**src/rtl/tcs_pkg.sv**
```systemverilog
package tcs_pkg;

    // Resolved command for one clock, in priority order.
    typedef enum logic [2:0] {
        CMD_IDLE   = 3'd0,
        CMD_LOAD   = 3'd1,
        CMD_UP     = 3'd2,
        CMD_DOWN   = 3'd3,
        CMD_CANCEL = 3'd4
    } cmd_e;

    // Saturation report for one clock.
    typedef struct packed {
        logic hi;
        logic lo;
    } sat_t;

    // Load wins over any step; opposing steps cancel.
    function automatic cmd_e resolve_cmd(input logic ld, input logic up, input logic dn);
        cmd_e c;
        if (ld)
            c = CMD_LOAD;
        else if (up && dn)
            c = CMD_CANCEL;
        else if (up)
            c = CMD_UP;
        else if (dn)
            c = CMD_DOWN;
        else
            c = CMD_IDLE;
        return c;
    endfunction

endpackage

```
**src/rtl/tcs_cmd_decode.sv**
```systemverilog
module tcs_cmd_decode
    import tcs_pkg::*;
(
    input  logic load_en,
    input  logic up_step,
    input  logic dn_step,
    output cmd_e cmd
);

    always_comb begin
        cmd = resolve_cmd(load_en, up_step, dn_step);
    end

endmodule

```
**src/rtl/tcs_next_val.sv**
```systemverilog
module tcs_next_val
    import tcs_pkg::*;
#(
    parameter int VAL_W  = 5,
    parameter int LOAD_W = 6,
    parameter int MAX    = 26
) (
    input  cmd_e              cmd,
    input  logic [VAL_W-1:0]  cur,
    input  logic [LOAD_W-1:0] load_val,
    output logic [VAL_W-1:0]  nxt,
    output sat_t              sat
);

    localparam logic [VAL_W-1:0] TOP = VAL_W'(MAX);
    localparam logic [VAL_W-1:0] ONE = VAL_W'(1);

    logic at_top;
    logic at_bot;

    assign at_top = (cur == TOP);
    assign at_bot = (cur == '0);

    always_comb begin
        nxt    = cur;
        sat.hi = 1'b0;
        sat.lo = 1'b0;
        unique case (cmd)
            CMD_LOAD: begin
                if (32'(load_val) > MAX)
                    nxt = TOP;
                else
                    nxt = VAL_W'(load_val);
            end
            CMD_UP: begin
                if (at_top)
                    sat.hi = 1'b1;
                else
                    nxt = cur + ONE;
            end
            CMD_DOWN: begin
                if (at_bot)
                    sat.lo = 1'b1;
                else
                    nxt = cur - ONE;
            end
            default: begin
                nxt = cur;
            end
        endcase
    end

endmodule

```
**src/rtl/tcs_encoder.sv**
```systemverilog
module tcs_encoder #(
    parameter int STAGES = 13,
    parameter int VAL_W  = 5
) (
    input  logic [VAL_W-1:0]    val,
    output logic [2*STAGES-1:0] word
);

    // Per stage: primary in the low half, secondary in the high half.
    for (genvar s = 0; s < STAGES; s++) begin : g_stage
        assign word[s]          = (val > VAL_W'(s));
        assign word[STAGES + s] = (val > VAL_W'(STAGES + s));
    end

endmodule

```
**src/rtl/trim_code_seq.sv**
```systemverilog
module trim_code_seq
    import tcs_pkg::*;
#(
    parameter int STAGES = 13,
    parameter int LOAD_W = 6
) (
    input  logic                             clk,
    input  logic                             rst,
    input  logic                             load_en,
    input  logic [LOAD_W-1:0]                load_val,
    input  logic                             up_step,
    input  logic                             dn_step,
    output logic [2*STAGES-1:0]              trim_word,
    output logic [$clog2(2*STAGES+1)-1:0]    cur_val,
    output logic                             sat_hi,
    output logic                             sat_lo
);

    localparam int MAX   = 2 * STAGES;
    localparam int VAL_W = $clog2(MAX + 1);
    localparam int WRD_W = 2 * STAGES;

    cmd_e             cmd;
    logic [VAL_W-1:0] nxt_val;
    sat_t             nxt_sat;
    logic [WRD_W-1:0] nxt_word;

    tcs_cmd_decode u_dec (
        .load_en (load_en),
        .up_step (up_step),
        .dn_step (dn_step),
        .cmd     (cmd)
    );

    tcs_next_val #(
        .VAL_W  (VAL_W),
        .LOAD_W (LOAD_W),
        .MAX    (MAX)
    ) u_nxt (
        .cmd      (cmd),
        .cur      (cur_val),
        .load_val (load_val),
        .nxt      (nxt_val),
        .sat      (nxt_sat)
    );

    tcs_encoder #(
        .STAGES (STAGES),
        .VAL_W  (VAL_W)
    ) u_enc (
        .val  (nxt_val),
        .word (nxt_word)
    );

    always_ff @(posedge clk) begin
        if (rst) begin
            cur_val   <= '0;
            trim_word <= '0;
            sat_hi    <= 1'b0;
            sat_lo    <= 1'b0;
        end else begin
            cur_val   <= nxt_val;
            trim_word <= nxt_word;
            sat_hi    <= nxt_sat.hi;
            sat_lo    <= nxt_sat.lo;
        end
    end

endmodule

```
**config.mk**
```make
export PLATFORM = sky130hd
export DESIGN_NAME = trim_code_seq
export DESIGN_NICKNAME = d
export VERILOG_FILES = /design/src/rtl/tcs_pkg.sv /design/src/rtl/tcs_cmd_decode.sv /design/src/rtl/tcs_next_val.sv /design/src/rtl/tcs_encoder.sv /design/src/rtl/trim_code_seq.sv
export SDC_FILE = /design/constraint.sdc
export NUM_CORES = 1
export LEC_CHECK = 0
export ABC_AREA = 0
export ABC_CLOCK_PERIOD_IN_PS = 5900
export BUFFER_PORTS_ARGS = -buffer_cell sky130_fd_sc_hd__buf_2
export CAP_MARGIN = 20
export CORE_MARGIN = 3
export CORE_UTILIZATION = 53
export DETAILED_ROUTE_END_ITERATION = 8
export PLACE_DENSITY_LB_ADDON = 0.12
export SYNTH_ARGS = -nofsm -noshare
export SYNTH_HDL_FRONTEND = slang
export SYNTH_SLANG_ARGS = --single-unit
```
**constraint.sdc**
```tcl
create_clock -name clk -period 5.9 [get_ports clk]
set_clock_uncertainty 0.2 [all_clocks]
set_input_delay 1.475 -clock clk [delete_from_list [all_inputs] [get_ports clk]]
set_output_delay 1.475 -clock clk [all_outputs]
set_load 0.05 [all_outputs]
```
==> impl_results.md <==
- CORE AREA: 2500 um^2
- Synth-to-layout area growth: 18.1%
- Total GRT Usage: 0.197
- Endpoint class of the critical path: register
- Worst-Skew Late Latency: 320 ps
- Root buffer cell: clkbuf_4
- Gr ovfl total: 0
- Global-route wire length before repair: 5.15 mm
- I/O Buffers: 43
- Final Cycle Share: 0.595
- Pins Over Slew Limit: 0
- Max Cap Viol: 0
- Reg2Reg Launch Point: cur_val[0]
- Library cells used by synthesis: 45
- Slew HR: 0.643
- Detailed Route WL: 3.03 mm
- Reg2reg setup slack: 3190 ps
- Util after Layout: 0.666
- Starting Density: 0.564
- Final GP Congestion: 0.838
- Min-Delay Startpoint: cur_val[4]
- Die width: 57.6 um
- Drt first pass iters: 6
- Placed inst area: 1610 um^2
- Initial drt markers: 18
- CTS clk-pin slew, worst paths: 90 ps
- Post-DP HPWL: 2.23 mm
- Met3 wire len: 224 um
- Status: completed
- Diodes inserted: 0
- WP data arrival: 3560 ps
- Number of CTS-inserted buffers: 5
- Top-level I/O count: 44
- Largest net degree at the start of global routing: 20
- Final Critical Period: 3510 ps
- Setup violations, final: 0
- CTS max path bufs: 2
- Main flop type after synthesis: dfxtp_1
- Hold EP: sat_lo
- Cts repair resizes: 0
- Share of flip-flops with an asynchronous set or reset: 0
- Unrepaired setup endpoints after global routing: no
- WL met2: 1.35 mm
- PwrDens: 335 nW/um^2
- Max Freq: 285 MHz
- Post-synthesis sequential element count: 33
- Final ANT Viol Nets: 0
- Antenna violations before repair: 0
- Reg-to-Reg End: trim_word[16]
- Worst Max-Slew Pin Slew: 531 ps
- H-Tree Level Count: 2
- FF-to-FF path depth: 8
- Clock sink total: 33
- Gate count of the mapped netlist: 146
- Share of layout cells above drive strength 1: 0.353
- Hold Violations, Final: 0
- Met1 WL: 1.42 mm
- Nets: 202
- # rows: 18
- Post-synthesis cell area: 1410 um^2
- Hold Path Depth: 2
- WL per Instance: 14.0 um
- Critical path startpoint category: input pin
- Worst-path maximum fanout: 12
- Die Y: 57.6 um
- TNS Setup: 0 ps
- Drc violations: 0
- CTS tree: yes
- Sequential share of the synthesized area: 0.469
- Critical path class: in -> reg
- Post-synth EDFFs: 0
- Min-Delay Path Class: reg -> reg
- Worst IR Drop VDD: 259 uV
- Die ar.: 3310 um^2
- Yosys warning total: 0
- Leak pwr: 0.760 nW
- Post CTS Setup Buffer Count: 0
- Vias/cell: 5.63
- CP Data Required Time: 5950 ps
- Top routing layer used: met4
- Vias in the first global route: 1200
- Worst hold slack: 525 ps
- Avg Inst Size Synth: 9.65 um^2
- Vias: 1221
- Syn Nets: 162
- Hold_buf cts: 0
- Final instance area: 1660 um^2
-- metal layers --
layer	vias to the layer above	GRT usage
li1	603	-
met1	554	0.266
met2	58	0.297
met3	6	0.0611
met4	0	0.0728
met5	-	0
-- placed cells by master, fill, tap and decap left out, types with 2 or more instances in the layout --
cell type	n
or2_2	2
o22ai_1	3
a21oi_1	19
buf_2	43
nor4b_1	2
nor3_2	2
inv_1	8
a211o_2	2
nor3_1	3
nor2_1	9
o21ai_0	2
clkbuf_4	5
o32ai_1	2
nor3b_1	2
o21ai_1	7
o21ai_2	2
clkinv_2	2
nor2b_1	3
ha_1	5
nand2_1	6
dfxtp_1	33
-- power breakdown --
group,internal [mW],total (mW),switching (mW)
clock network,0.0453,0.115,0.0699
logic,0.0480,0.186,0.138
registers,0.245,0.257,0.0116
-- state kept, by name, summed over array words and instances, names as in the netlist --
name,cells
cur_val,5
sat_hi,1
sat_lo,1
trim_word,26
-- cell usage after synthesis (2+ instances only) --
| master | count | area share |
|---|---|---|
| a211o_2 | 2 | 0.014 |
| a21oi_1 | 19 | 0.067 |
| buf_2 | 3 | 0.011 |
| clkbuf_1 | 6 | 0.016 |
| dfxtp_1 | 33 | 0.47 |
| ha_1 | 5 | 0.044 |
| inv_1 | 8 | 0.021 |
| nand2_1 | 6 | 0.016 |
| nor2_1 | 9 | 0.024 |
| nor2b_1 | 3 | 0.013 |
| nor3_1 | 3 | 0.011 |
| nor3_2 | 2 | 0.014 |
| nor3b_1 | 2 | 0.011 |
| nor4b_1 | 2 | 0.012 |
| o21ai_0 | 2 | 0.0071 |
| o21ai_1 | 7 | 0.025 |
| o21ai_2 | 2 | 0.012 |
| o22ai_1 | 3 | 0.013 |
| o32ai_1 | 2 | 0.012 |
| or2_2 | 2 | 0.0089 |
-- cell families after synthesis --
logic type                 count (synthesis)  synth area share
AOI/OAI and AO/OA                         48             0.230
and+or+nand+nor                           42             0.201
adders and majority gates                  5            0.0444
DFF                                       33             0.469
buffers and inverters                     18            0.0559
-- layout make-up --
cell class,instances,area (um^2)
Clock inverter,2,10.0
Fill cell,217,836
Tap cell,30,37.5
Timing Repair Buffer,43,215
Sequential cell,33,661
Clock buffer,6,41.3
Inverter,8,30.0
Multi-Input combinational cell,95,669
-- worst max-delay path by stage --
| stage | start | to | slack (ps) | depth (start not counted) |
|---|---|---|---|---|
| floorplan | up_step | trim_word[6] | 2410 | 8 |
| global placement | up_step | trim_word[16] | 2100 | 8 |
| detailed placement | up_step | trim_word[10] | 2070 | 7 |
| CTS | up_step | trim_word[10] | 2400 | 9 |
| global route | up_step | trim_word[10] | 2210 | 7 |
| finish | up_step | trim_word[10] | 2390 | 9 |
-- critical path, cell delays in order --
cell and delay [ps]:
buf_2 90, inv_1 40, ha_1 390, nor2b_1 180
o21bai_1 320, o22ai_1 130, o22a_1 350, or2_2 420
o21ai_1 170
-- metrics by stage --
| stage | setup WS (ps) | cells | total power [mW] |
|---|---|---|---|
| after global placement | 2100 | 209 | 0.445 |
| after detailed placement | 2070 | 209 | 0.448 |
| final | 2390 | 217 | 0.558 |
| after global routing | 2210 | 217 | 0.586 |
| after floorplan | 2410 | 146 | 0.410 |
| after CTS | 2400 | 217 | 0.561 |
(Power assumes the default switching activity.)
